`src/rtl/hash_cmd_frame_rx.sv`:
```
module hash_cmd_frame_rx #(
  parameter int NCL = 6,
  parameter logic [7:0] OP_GLOB = 8'hFF,
  parameter logic [7:0] OP_CLUS = 8'hFE
) (
  input  logic              clk,
  input  logic              rst_n,
  input  logic              realign_i,
  input  logic              rx_valid_i,
  input  logic [7:0]        rx_data_i,
  output logic [63:0]       glob_reg_o,
  output logic              diag_en_o,
  output logic [1:0]        pll_ctl_o,
  output logic [16*NCL-1:0] core_mask_o,
  output logic [32*NCL-1:0] nonce_off_o,
  output logic              glob_stb_o,
  output logic              clus_stb_o,
  output logic              work_stb_o,
  output logic [639:0]      work_hdr_o,
  output logic [63:0]       work_target_o
);
  localparam int FB  = 112;
  localparam int CW  = $clog2(FB);
  localparam int HB  = 80;
  localparam int TB  = 8;
  localparam logic [63:0] GLOB_RST = 64'h0100_0000_0040_0400;

  logic [CW-1:0]   cnt;
  logic [FB*8-1:0] sr;
  logic [FB*8-1:0] nxt;
  logic [7:0]      fb [FB];

  wire take = rx_valid_i && !realign_i;
  wire last = take && (cnt == CW'(FB - 1));

  assign nxt = {sr[FB*8-9:0], rx_data_i};

  always_comb
    for (int k = 0; k < FB; k++) fb[k] = nxt[8*(FB-1-k) +: 8];

  wire [7:0]  op     = fb[111];
  wire [7:0]  idx    = fb[110];
  wire        is_glb = last && op == OP_GLOB;
  wire        is_cls = last && op == OP_CLUS;
  wire        is_wrk = last && op != OP_GLOB && op != OP_CLUS;
  wire        idx_ok = idx < 8'(NCL);
  wire [15:0] mask_n = {fb[104], fb[105]};
  wire [31:0] off_n  = {fb[106], fb[107], fb[108], fb[109]};

  always_ff @(posedge clk) begin
    if (!rst_n) cnt <= '0;
    else if (realign_i) cnt <= '0;
    else if (rx_valid_i) cnt <= last ? '0 : cnt + 1'b1;
  end

  always_ff @(posedge clk) begin
    if (!rst_n) sr <= '0;
    else if (take) sr <= nxt;
  end

  always_ff @(posedge clk) begin
    if (!rst_n) begin
      glob_reg_o <= GLOB_RST;
      glob_stb_o <= 1'b0;
      clus_stb_o <= 1'b0;
      work_stb_o <= 1'b0;
    end else begin
      glob_stb_o <= is_glb;
      clus_stb_o <= is_cls && idx_ok;
      work_stb_o <= is_wrk;
      if (is_glb)
        for (int n = 0; n < 8; n++) glob_reg_o[8*n +: 8] <= fb[102+n];
    end
  end

  always_ff @(posedge clk) begin
    if (!rst_n) begin
      work_hdr_o    <= '0;
      work_target_o <= '0;
    end else if (is_wrk) begin
      for (int h = 0; h < HB; h++) work_hdr_o[8*h +: 8] <= fb[HB-1-h];
      for (int t = 0; t < TB; t++) work_target_o[8*t +: 8] <= fb[HB+TB-1-t];
    end
  end

  for (genvar c = 0; c < NCL; c++) begin : g_clus
    always_ff @(posedge clk) begin
      if (!rst_n) begin
        core_mask_o[16*c +: 16] <= '0;
        nonce_off_o[32*c +: 32] <= '0;
      end else if (is_cls && idx == 8'(c)) begin
        core_mask_o[16*c +: 16] <= mask_n;
        nonce_off_o[32*c +: 32] <= off_n;
      end
    end
  end

  assign diag_en_o = glob_reg_o[8];
  assign pll_ctl_o = glob_reg_o[11:10];

  assert_one_strobe_R10: assert property (@(posedge clk) disable iff (!rst_n)
    $onehot0({glob_stb_o, clus_stb_o, work_stb_o}));
  assert_stb_after_byte_R2: assert property (@(posedge clk) disable iff (!rst_n)
    (glob_stb_o || clus_stb_o || work_stb_o) |-> $past(rx_valid_i && !realign_i));
  assert_glob_hold_R3: assert property (@(posedge clk) disable iff (!rst_n)
    !glob_stb_o |-> $stable(glob_reg_o));
  assert_clus_hold_R5: assert property (@(posedge clk) disable iff (!rst_n)
    !clus_stb_o |-> ($stable(core_mask_o) && $stable(nonce_off_o)));
  assert_work_hold_R6: assert property (@(posedge clk) disable iff (!rst_n)
    !work_stb_o |-> $stable(work_hdr_o));
  assert_realign_R8: assert property (@(posedge clk) disable iff (!rst_n)
    realign_i |=> cnt == '0);
  assert_idle_R9: assert property (@(posedge clk) disable iff (!rst_n)
    (!rx_valid_i && !realign_i) |=> $stable(cnt));
endmodule

```
`config.mk`:
```
export PLATFORM = sky130hd
export DESIGN_NAME = hash_cmd_frame_rx
export DESIGN_NICKNAME = d
export VERILOG_FILES = /design/src/rtl/hash_cmd_frame_rx.sv
export SDC_FILE = /design/constraint.sdc
export NUM_CORES = 2
export LEC_CHECK = 0
export BUFFER_PORTS_ARGS = -buffer_cell sky130_fd_sc_hd__clkbuf_2
export CORE_AREA = 10 10 411 413
export DETAILED_ROUTE_END_ITERATION = 8
export DIE_AREA = 0 0 421 423
export RECOVER_POWER = 100
export SLEW_MARGIN = 20
export SYNTH_ARGS = -nofsm -noshare
export SYNTH_HDL_FRONTEND = slang
export SYNTH_SLANG_ARGS = --single-unit
```
`constraint.sdc`:
```
create_clock -name clk -period 2.1 [get_ports clk]
set_clock_uncertainty 0.2 [all_clocks]
set_input_delay 0.105 -clock clk [delete_from_list [all_inputs] [get_ports clk]]
set_output_delay 0.105 -clock clk [all_outputs]
set_load 0.02 [all_outputs]
```
## Word-level counts from Yosys, hierarchy flattened

Cells that the tools add are included.

- Eq/ne operators: 10
- Mux-type cells: 1
- Bitwise gates (word level): 1
- Magnitude comparators: 1
- Reduce and logical (&&, ||, !) cells: 16
- Add/subtract/negate cells: 1

Operators with widths:

| cell | number |
|---|---|
| 8-bit by 2-bit == test with 1-bit output (second input constant) | 2 |
| 8-bit by 3-bit == test with 1-bit output (second input constant) | 2 |
| 8-bit == test (second input constant) | 2 |
| 8-bit inequality test (second input constant) | 2 |
| 1-bit logical AND | 13 |
| 8-bit by 1-bit == test with 1-bit output (second input constant) | 1 |
| 8-bit zero test | 1 |
| 8-bit by 3-bit < comparator with 1-bit output (second input constant) | 1 |
| 7-bit by 1-bit adder with 7-bit output (second input constant) | 1 |
| 7-bit == test (second input constant) | 1 |
| 7-bit two-way mux | 1 |
| 2-bit OR reduction | 1 |
| 1-bit zero test | 1 |
| 1-bit inverter | 1 |

- Register bits: 1,954
- Output and inout bits: 1,062
- Word-level logic and storage cells: 50
- Input port bits: 12

## Longest topological paths before layout

- Depth in word-level cells: 5
- Gate-level depth with buffers: 8
- Gate-level depth less buffers: 5

## Worst setup path before layout

OpenSTA, ideal clock, no wires.

- Kind: register to register
- From: reg cnt[0]
- To: reg glob_reg_o[35]
- Slack: -111 ps
- Buffers on the path: 3
- Required time: 1,772 ps
- Cell stages (with the launch flop): 9
- Clock period less this slack: 2,211 ps
- Arrival: 1,884 ps
- Library setup time: 128 ps
- Path through: dfxtp_1 -> ha_1 -> nand4b_1 -> or4_1 -> clkbuf_1 -> buf_2 -> buf_2 -> mux2i_1 -> nor2_1

- Cells in the longest elaborated chain, start to end: 3

RTL lines:

| element | RTL line | source |
|---|---|---|
| start: declaration | 28 | `logic [CW-1:0] cnt;` |
| start signal: assignment | 53 | `else if (rx_valid_i) cnt <= last ? '0 : cnt + 1'b1;` |
| 7-bit == test | 34 | `wire last = take && (cnt == CW'(FB - 1));` |
| 1-bit logical AND | 34 |  |
| 1-bit logical AND | 43 | `wire is_glb = last && op == OP_GLOB;` |
| end signal: assignment | 63 | `glob_reg_o <= GLOB_RST;` |
| end: declaration | 11 | `output logic [63:0] glob_reg_o,` |

Every way passes these cells.
A chain may end at the register's enable or synchronous reset.

## Worst setup path after layout

- From: in rst_n
- To: reg cnt[1]

- Cells in the longest elaborated chain, start to end: 2

RTL lines:

| element | RTL line | source |
|---|---|---|
| start: declaration | 7 | `input logic rst_n,` |
| 1-bit inverter (no line) | -- |  |
| 2-bit OR reduction (no line) | -- |  |

Every way passes these cells.

==> qor.yml <==
tns_ns: -12.73
antenna_found_initial: 7
synth_seq_cells: 1954
grt_pass1_wl_um: 360200
vias: 60150
yosys-top-cells-count: "3529 x nand2_1, 1954 x dfxtp_1, 1594 x a21oi_1"
path_max_fanout: 71
crit_buf_inv: 5
critPathLaunchType: "input port"
vdd_drop_max_uv: 836.2
cts_sinks: 1954
h-tree-depth: 4
critPathLaunch: "rst_n"
cts_tree: "built"
worst_slew_pin_slew_ns: 1.001
yosys_warnings: 0
area_delta_synth_final_pct: 28.77
endpoint: "cnt[1]$_SDFFE_PP0P_"
status: "complete, but fails checks"
worstSetupPathType: "in -> reg"
drt_wl_total_um: 245100
max-clock-path-buffers: 3
die_height_um: 423
crit_cells: 7
p_comb_frac: 0.024
final-hold-violation-count: 0
cts_buffers: 197
drv_slew: 0
yosys.cell_count.top_type: "nand2_1"
setup_viol: 480
syn_area_um2: 66830
yosys.area_share.xor_xnor: 0.0006552
async_flop_share: 0
io_buffer_count: 1073
dp.cells: 11040
syn_inst: 8165
crit_top_cell: "dlygate4sd3_1"
dieArea_um2: 178100
place_hpwl_um: 168600
drive_above_1_share: 0.08755
violations: "negative setup slack"
ys_seq_area_frac: 0.5853
grt_pass1_vias: 57360
cp-end-kind: "flip-flop"
p_seq_frac: 0.486
coreArea_um2: 160200
synth_top_family_by_area: "simple AND/OR/NAND/NOR gates"
relSlewSlack: 0.3305
reg2reg_depth: 6
p_int_mw: 59.82
fin_cells: 11690
synth.area.top_cells: "dfxtp_1 59%, nand2_1 20%, a21oi_1 12%, mux2i_1 5.2%, clkbuf_1 3.0%"
rows: 147
via_per_inst: 5.146
maxCapViolations: 0
synth_ff_type: "dfxtp_1"
ios: 1074
fin_nets: 9371
crit_family: "buffers and inverters"
r2r_setup_slack_ns: -0.08
synth_compound_area_frac: 0.1196
slowest_stage: "dlygate4sd3_1"
initial_core_util: 0.4172
syn_area_per_cell_um2: 8.185
sw_frac_of_total: 0.2163
clock_latency_ns: 0.85
hold_path_class: "in -> reg"
min_period_over_period: 1.055
synth_fa_ha_area_frac: 0.0001872
ant_nets: 0
first_pass_iters: 7
routedWlPerCell_um: 20.96
p_per_area_nw_per_um2: 886.9
drc_errors: 0
period_minus_slack_ns: 2.216
reg2reg_from: "sr[3]$_SDFFE_PN0P_"
grt.overflow.total: 0
synth_edf_count: 0
clk_pin_slew_ns: 0.06
post-route-worst-setup-slack_ns: -0.1163
ys_types: 29
cp_slowest_stage_delay_ns: 0.62
die_w_um: 421
cts-root-buf: "clkbuf_16"
grt_max_degree: 113
grt.total_usage: 0.2555
arrival_ns: 2.78
synth.top_cell.area_share: 0.5853
crit_chain: "dlygate4sd3_1 -> buf_8 -> buf_6 -> nand2b_1 -> dlygate4sd3_1 -> nor2_1 -> dlygate4sd3_1"
grt_setup_unrepaired: "true"
worstReg2RegEnd: "core_mask_o[94]$_SDFFE_PN0P_"
clkPwrFrac: 0.491
drtIter0Drc: 5000
synth_mux_area_frac: 0.05242
cp.required_ns: 2.67
utilization: 0.5372
routabilityCongestion: 0.8752
synth_largest_area_cell: "dfxtp_1"
p_leak_nw: 30.19
hold_ws_ns: 0.05809
switchingPower_mw: 16.51
syn-num-nets: 8178
timing.fmax_mhz: 451.2
yosys.area_share.simple: 0.2062
==> cells by family (layout without fill, tap and decap cells) <==
| logic type | after synthesis | count (layout) |
|---|---|---|
| xor+xnor | 5 | 5 |
| fa+ha+maj | 1 | 1 |
| simple gates | 3639 | 3639 |
| compound gates | 1596 | 1596 |
| flops | 1954 | 1954 |
| mux | 350 | 350 |
| buf+inv | 620 | 1981 |
| other cells | 0 | 4 |
==> stage by stage <==
stage	total power, mW	area [um2]	setup slack, ns
3_5_place_dp	39.59	76280	-0.2001
4_1_cts	76.90	86180	-0.07166
5_1_grt	78.55	86060	-0.1626
2_1_floorplan	38.89	66940	-0.03981
6_report	76.33	86060	-0.1163
3_3_place_gp	39.59	76280	-0.1422
==> layout by cell type (no fill, tap or decap), types with 4 or more instances in the layout <==
master	n
a21oi_1	1520
a21oi_2	74
buf_12	119
buf_16	24
buf_4	114
buf_6	17
buf_8	8
bufinv_16	19
clkbuf_1	1098
clkbuf_16	222
clkbuf_2	31
clkbuf_4	8
clkbuf_8	62
clkinv_2	26
clkinv_8	4
clkinvlp_4	5
dfxtp_1	1952
diode_2	4
dlygate4sd3_1	210
inv_6	5
mux2i_1	349
nand2_1	3457
nand2_2	18
nand2_4	54
nand3_1	5
nand3_4	5
nand4_1	5
nor2_1	73
==> per-layer routing <==
| metal | global-route usage | vias to the layer above | part of all wire |
|---|---|---|---|
| met5 | 0 | - | 0 |
| met4 | 0.1495 | 0 | 0.065 |
| met3 | 0.05188 | 511 | 0.057 |
| met2 | 0.4343 | 1786 | 0.49 |
| met1 | 0.2977 | 29110 | 0.39 |
| li1 | - | 28750 | - |
==> power by group through the flow <==
stage,Combinational (mW),Clock [mW],Sequential (mW)
floorplan,0.987,0,37.9
global placement,1.67,0,37.9
detailed placement,1.68,0,37.9
CTS,1.86,38.0,37.1
global route,1.93,39.5,37.1
finish,1.80,37.4,37.1
==> sequential cells by signal (all words and copies together), names as in the netlist <==
name and count:
sr 888, work_hdr_o 640, nonce_off_o 192, core_mask_o 96, glob_reg_o 64, work_target_o 64
cnt 7, clus_stb_o 1, glob_stb_o 1, work_stb_o 1
==> worst register-to-register path: stages (launching register included) <==
cell and delay (ns):
dfxtp_1 0.31, or4_4 0.52, nor4_4 0.22, nand4_1 0.23
buf_6 0.23, clkbuf_16 0.21, mux2i_1 0.13
==> worst min-delay path by stage <==
stage / from / end / slack [ns] / depth (start not counted)
floorplan: rx_data_i[0] / glob_stb_o$_SDFF_PN0_ / 0.03 / 2
global placement: rx_data_i[4] / sr[4]$_SDFFE_PN0P_ / 0.16 / 3
detailed placement: rx_data_i[4] / sr[4]$_SDFFE_PN0P_ / 0.17 / 3
CTS: rx_valid_i / sr[665]$_SDFFE_PN0P_ / 0.03 / 6
global route: rx_valid_i / sr[665]$_SDFFE_PN0P_ / 0.07 / 6
finish: rx_valid_i / sr[682]$_SDFFE_PN0P_ / 0.06 / 6
==> cell type report <==
| type | count | area [um2] |
|---|---|---|
| inverter | 1 | 11.26 |
| clock inverter | 61 | 885.9 |
| clock buffer | 306 | 6108 |
| tap | 2160 | 2703 |
| timing repair buffer | 1613 | 11040 |
| multi-input combinational | 5591 | 26190 |
| sequential | 1954 | 39120 |
| fill | 15380 | 74140 |
| antenna | 4 | 10.01 |
==> repair_timing <==
item | 4_1_cts | 5_1_grt
buffers inserted | 16 | 15
endpoints found under the hold margin | 1460 | 1
endpoints found under the setup margin | 738 | 976
hold buffers | 221 | 1
pin swaps | 53 | 94
resized for setup | 46 | 217
gates cloned | 8 | 22
(Power assumes the default switching activity.)
